[config.mk]
export PLATFORM = sky130hd
export DESIGN_NAME = event_wheel
export DESIGN_NICKNAME = d
export VERILOG_FILES = /design/src/rtl/event_wheel.sv
export SDC_FILE = /design/constraint.sdc
export NUM_CORES = 1
export LEC_CHECK = 0
export ABC_AREA = 1
export BUFFER_PORTS_ARGS = -buffer_cell sky130_fd_sc_hd__buf_2
export CORE_ASPECT_RATIO = 0.75
export CORE_UTILIZATION = 26
export DETAILED_ROUTE_END_ITERATION = 10
export GPL_TIMING_DRIVEN = 1
export PLACE_DENSITY = 0.52
export SETUP_SLACK_MARGIN = 0.5
export SLEW_MARGIN = 20
export SYNTH_ARGS = -nofsm -noshare
export SYNTH_HDL_FRONTEND = slang
export SYNTH_SLANG_ARGS = --single-unit
[constraint.sdc]
create_clock -name clk -period 6.2 [get_ports clk]
set_input_delay 0 -clock clk [delete_from_list [all_inputs] [get_ports clk]]
set_output_delay 0 -clock clk [all_outputs]
set_load 0.1 [all_outputs]
[src/rtl/event_wheel.sv]
`timescale 1ns / 1ps
module event_wheel #(
  parameter int SLOTS = 8,
  parameter int DEPTH = 4,
  parameter int ID_W  = 8,
  parameter int DLY_W = 8,
  parameter int CNT_W = 32,
  parameter int DUE_W = 16
) (
  input  logic             clk,
  input  logic             rst_n,
  input  logic             sched_valid,
  input  logic [DLY_W-1:0] sched_delay,
  input  logic [ID_W-1:0]  sched_id,
  output logic             sched_full,
  output logic [CNT_W-1:0] cycle_now,
  output logic             ev_valid,
  output logic [ID_W-1:0]  ev_id,
  input  logic             ev_ready
);
  localparam int SW = $clog2(SLOTS);
  localparam int IW = $clog2(DEPTH);
  localparam int CW = $clog2(DEPTH + 1);

  logic [CNT_W-1:0] now_q;
  logic [SW-1:0]    srv_q;
  logic [DUE_W-1:0] due_q;
  logic [CW-1:0]    cnt_q  [SLOTS];
  logic [ID_W-1:0]  ids_q  [SLOTS][DEPTH];
  logic [CW-1:0]    bcnt_q;
  logic [ID_W-1:0]  bids_q [DEPTH];

  logic [SW-1:0] pos, tgt, hk, load_slot;
  logic [IW-1:0] wr_ix;
  logic [CW-1:0] left;
  logic [DUE_W:0] due_eff;
  logic fire, can_load, hit, load, req, clash, put;

  assign cycle_now = now_q;
  assign pos       = now_q[SW-1:0];
  assign ev_valid  = bcnt_q != '0;
  assign ev_id     = bids_q[IW'(bcnt_q - 1'b1)];
  assign fire      = ev_valid & ev_ready;
  assign left      = bcnt_q - CW'(fire);
  assign can_load  = left == '0;
  assign due_eff   = {1'b0, due_q} + 1'b1;

  always_comb begin
    hit = 1'b0;
    hk  = '0;
    for (int k = SLOTS - 1; k >= 0; k--) begin
      if ((DUE_W + 1)'(k) < due_eff && cnt_q[srv_q + SW'(k)] != '0) begin
        hit = 1'b1;
        hk  = SW'(k);
      end
    end
  end

  assign load_slot  = srv_q + hk;
  assign load       = can_load & hit;
  assign tgt        = pos + sched_delay[SW-1:0];
  assign req        = sched_valid && sched_delay != '0;
  assign clash      = load && load_slot == tgt;
  assign sched_full = req && !clash && cnt_q[tgt] == CW'(DEPTH);
  assign put        = req && !sched_full;
  assign wr_ix      = clash ? '0 : IW'(cnt_q[tgt]);

  always_ff @(posedge clk or negedge rst_n) begin
    if (!rst_n) begin
      now_q  <= '0;
      srv_q  <= '0;
      due_q  <= '0;
      bcnt_q <= '0;
      for (int d = 0; d < DEPTH; d++) bids_q[d] <= '0;
      for (int i = 0; i < SLOTS; i++) begin
        cnt_q[i] <= '0;
        for (int d = 0; d < DEPTH; d++) ids_q[i][d] <= '0;
      end
    end else begin
      now_q <= now_q + 1'b1;
      if (can_load) begin
        if (hit) begin
          bcnt_q <= cnt_q[load_slot];
          bids_q <= ids_q[load_slot];
          srv_q  <= load_slot + 1'b1;
          due_q  <= DUE_W'(due_eff - (DUE_W + 1)'(hk) - 1'b1);
        end else begin
          bcnt_q <= '0;
          srv_q  <= srv_q + due_eff[SW-1:0];
          due_q  <= '0;
        end
      end else begin
        bcnt_q <= left;
        due_q  <= (&due_q) ? due_q : due_q + 1'b1;
      end
      for (int i = 0; i < SLOTS; i++) begin
        if (load && load_slot == SW'(i)) cnt_q[i] <= '0;
        if (put && tgt == SW'(i)) begin
          ids_q[i][wr_ix] <= sched_id;
          cnt_q[i]        <= clash ? CW'(1) : cnt_q[i] + 1'b1;
        end
      end
    end
  end

  assert_track_R2: assert property (@(posedge clk) disable iff (!rst_n)
    (bcnt_q == '0 && due_q == '0) |=> (srv_q == SW'($past(pos) + 1'b1) && due_q == '0));

  assert_zero_delay_R3: assert property (@(posedge clk) disable iff (!rst_n)
    (sched_valid && sched_delay == '0 && !(load && load_slot == tgt))
      |=> cnt_q[$past(tgt)] == $past(cnt_q[tgt]));

  assert_fill_R6: assert property (@(posedge clk) disable iff (!rst_n)
    (put && !clash) |=> cnt_q[$past(tgt)] == CW'($past(cnt_q[tgt]) + 1'b1));

  assert_no_overflow_R6: assert property (@(posedge clk) disable iff (!rst_n)
    sched_full |=> cnt_q[$past(tgt)] == CW'(DEPTH));

  assert_clash_R7: assert property (@(posedge clk) disable iff (!rst_n)
    (put && clash) |=> cnt_q[$past(tgt)] == CW'(1));

  assert_hold_R8: assert property (@(posedge clk) disable iff (!rst_n)
    (ev_valid && !ev_ready) |=> (ev_valid && $stable(ev_id)));
endmodule

==> flow_summary_export.csv <==
group,metric,value,unit
outcome,status,"finished, final reports clean",
placed_design,globalplace.congestion,0.8187,
global_routing,grt_max_degree,119,
logic_synthesis,yosys.area.top_type,"dfrtp_1",
placed_design,dp_hpwl,41.76,mm
finish,area.growth.synth_to_final,13.95,%
die,num_rows,91,
logic_synthesis,ys_dominant_reg_cell,"dfrtp_1",
setup_path,max_stage_delay,0.75,ns
setup_path,crit_top_cell,"nand2_1",
die,die_y,252.0,um
setup_path,worstSetupStartpointType,"flop",
logic_synthesis,syn_inst,2766,
sta,max_freq,191.1,MHz
setup_path,cp.arrival,5.69,ns
logic_synthesis,netlist_top_cells_count,"761 x nand2_1, 366 x dfrtp_1, 335 x inv_1",
sta,min_period,5.232,ns
setup_path,cp_top_family,"simple AND/OR/NAND/NOR gates",
setup_path,crit_fanout,15,
sta,grt_setup_unrepaired,"no",
setup_path,required,6.65,ns
sta,whs,0.02904,ns
die,die-area,84500,um^2
die,core,82320,um^2
clock_tree,htreeDepth,2,
routing,routedWlPerCell,18.31,um
logic_synthesis,ys_seq_area_share,42.27,%
global_routing,grt.total_usage,16.20,%
sta,post-route-period-util,84.39,%
sta,relSlewSlack,29.25,%
sta,finalMaxSlewViolations,0,
setup_path,r2r_start,"due_q[0]$_DFFE_PN0P_",
sta,tightest_slew,1.061,ns
global_routing,overflow,0,
clock_tree,clock_latency,0.59,ns
setup_path,critPathKind,"flop to flop",
run,max_cap_violations,0,
logic_synthesis,ys_types,46,
logic_synthesis,synth_most_common_cell,"nand2_1",
hold_path,hold_class,"input pin to async pin",
logic_synthesis,ys_async_sr_fraction,100.0,%
logic_synthesis,ys_top_cells_by_area,"dfrtp_1 42%, nand2_1 13%, o21bai_1 6.5%, inv_1 5.8%, o21ai_0 5.2%",
die,die_width,335.3,um
finish,final_cell_area,24690,um^2
finish,finalNetCount,2836,
global_routing,antenna_found_initial,2,
setup_path,cp_slowest_cell,"fa_4",
clock_tree,cts_tree,"built",
sta,setup_viol,0,
logic_synthesis,yosys_warnings,0,
logic_synthesis,synth_nets,2817,
routing,vias,18639,
logic_synthesis,synth_edf_count,0,
logic_synthesis,syn_area_per_cell,7.833,um^2
sta,fin_skew,0.03498,ns
routing,drcViolationCount,0,
routing,ant_nets,0,
die,initial_utilization,26.32,%
routing,vias_per_cell,4.744,
logic_synthesis,yosysTopAreaCellShare,42.27,%
clock_tree,clock-sinks,366,
logic_synthesis,synth_area,21670,um^2
finish,fillers,8826,
sta,setup_tns,0,ns
logic_synthesis,synth_seq_cells,366,
setup_path,r2r-end,"ids_q[254]$_DFFE_PN0P_",
clock_tree,cts_buffer_depth,3,
routing,drt_iter0_drc,1672,
setup_path,setup.worst_path.start,"due_q[0]$_DFFE_PN0P_",
finish,n_antenna_cell,0,
global_routing,grt_pass1_wl,107.9,mm
finish,drive_gt1_share,12.34,%
placed_design,portBuffers,61,
clock_tree,cts-root-buf,"clkbuf_16",
sta,finalHoldViolations,0,
global_routing,grt_pass1_vias,17600,
setup_path,r2r_slack,0.97,ns
routing,drt_wl_total,71.93,mm
placed_design,placed_area,22870,um^2
setup_path,crit_path_end_kind,"flop",
routing,dr.pass1.iters,5,
clock_tree,clk_pin_slew,0.06,ns
clock_tree,numCtsBuffers,40,
setup_path,reg2regPathDepth,29,
finish,post-route-util,29.99,%
die,pin_count,62,
setup_path,crit_buf_inv,3,
per-stage QoR:
step / cells / setup slack (ns)
CTS: 3898 / 0.6248
floorplan: 2766 / 1.145
global route: 3929 / 0.4549
global placement: 3827 / 0.6114
detailed placement: 3827 / 0.6335
finish: 3929 / 0.9676
sequential cells by signal, indices dropped and copies added, names as in the netlist:
register   flops
ids_q        256
bids_q        32
cycle_now     32
cnt_q         24
due_q         16
bcnt_q         3
srv_q          3
layout by cell type (no fill, tap or decap), types with 4 or more instances in the layout:
| master | instances |
|---|---|
| a21oi_1 | 14 |
| a31oi_1 | 4 |
| buf_12 | 5 |
| buf_2 | 59 |
| buf_4 | 62 |
| bufinv_16 | 5 |
| clkbuf_1 | 6 |
| clkbuf_16 | 40 |
| clkbuf_8 | 6 |
| clkinv_2 | 8 |
| dfrtp_1 | 366 |
| ha_1 | 26 |
| inv_1 | 334 |
| inv_2 | 6 |
| nand2_1 | 761 |
| nand2_2 | 6 |
| nand3_1 | 123 |
| nand3_2 | 10 |
| nand3_4 | 12 |
| nand3b_1 | 5 |
| nand4_1 | 17 |
| nor2_1 | 210 |
| nor2_2 | 7 |
| nor2_4 | 38 |
| nor3_1 | 9 |
| nor3b_1 | 5 |
| o211ai_1 | 4 |
| o21ai_0 | 225 |
| o21ai_1 | 4 |
| o21bai_1 | 189 |
| o21bai_2 | 68 |
| o221ai_1 | 68 |
| o22ai_1 | 15 |
| xnor2_1 | 17 |
| xor2_1 | 42 |
worst max path at each step:
| stage | slack, ns | cells after the start | to |
|---|---|---|---|
| finish | 0.97 | 29 | ids_q[254]$_DFFE_PN0P_ |
| CTS | 0.62 | 29 | ids_q[82]$_DFFE_PN0P_ |
| floorplan | 1.15 | 30 | cnt_q[0]$_DFFE_PN0P_ |
| detailed placement | 0.63 | 29 | ids_q[84]$_DFFE_PN0P_ |
| global route | 0.45 | 29 | ids_q[147]$_DFFE_PN0P_ |
| global placement | 0.61 | 31 | ids_q[191]$_DFFE_PN0P_ |
cell families (layout without fill, tap and decap cells):
family / count (synthesis) / count (layout) / share of synthesized area (%)
buf+inv: 504 / 541 / 10.18
compound gates: 601 / 601 / 19.50
mux: 2 / 2 / 0.09240
flops: 366 / 366 / 42.27
xor+xnor: 59 / 59 / 2.385
fa+ha+maj: 31 / 31 / 1.929
simple gates: 1203 / 1213 / 23.64
final cells by class:
class	count	area, um^2	area share (%)
clock buffers	52	1106	4.480
multi-input cells	1906	10600	42.93
inverters	343	1290	5.225
repair buffers	128	885.9	3.588
clock inverters	18	251.5	1.019
well taps	1116	1396	5.656
flip-flops and latches	366	9159	37.10
per-layer routing:
| layer | vias to the layer above | GRT usage, % | wire, um | share of wire (%) |
|---|---|---|---|---|
| li1 | 8976 | - | - | - |
| met1 | 9038 | 25.80 | 37630 | 52 |
| met2 | 557 | 22.44 | 28290 | 39 |
| met3 | 68 | 3.059 | 5148 | 7.2 |
| met4 | 0 | 2.427 | 857 | 1.2 |
| met5 | - | 0 | 0 | 0 |
timing repair:
item	CTS	global route
endpoints found under the setup margin	0	271
gates resized for setup	0	34
hold endpoints to repair	101	0
hold buffers	1	0
buffers inserted	0	21
Power is not shown: default switching activity piles up to over one toggle a cycle in this logic, so the estimate is an artifact.
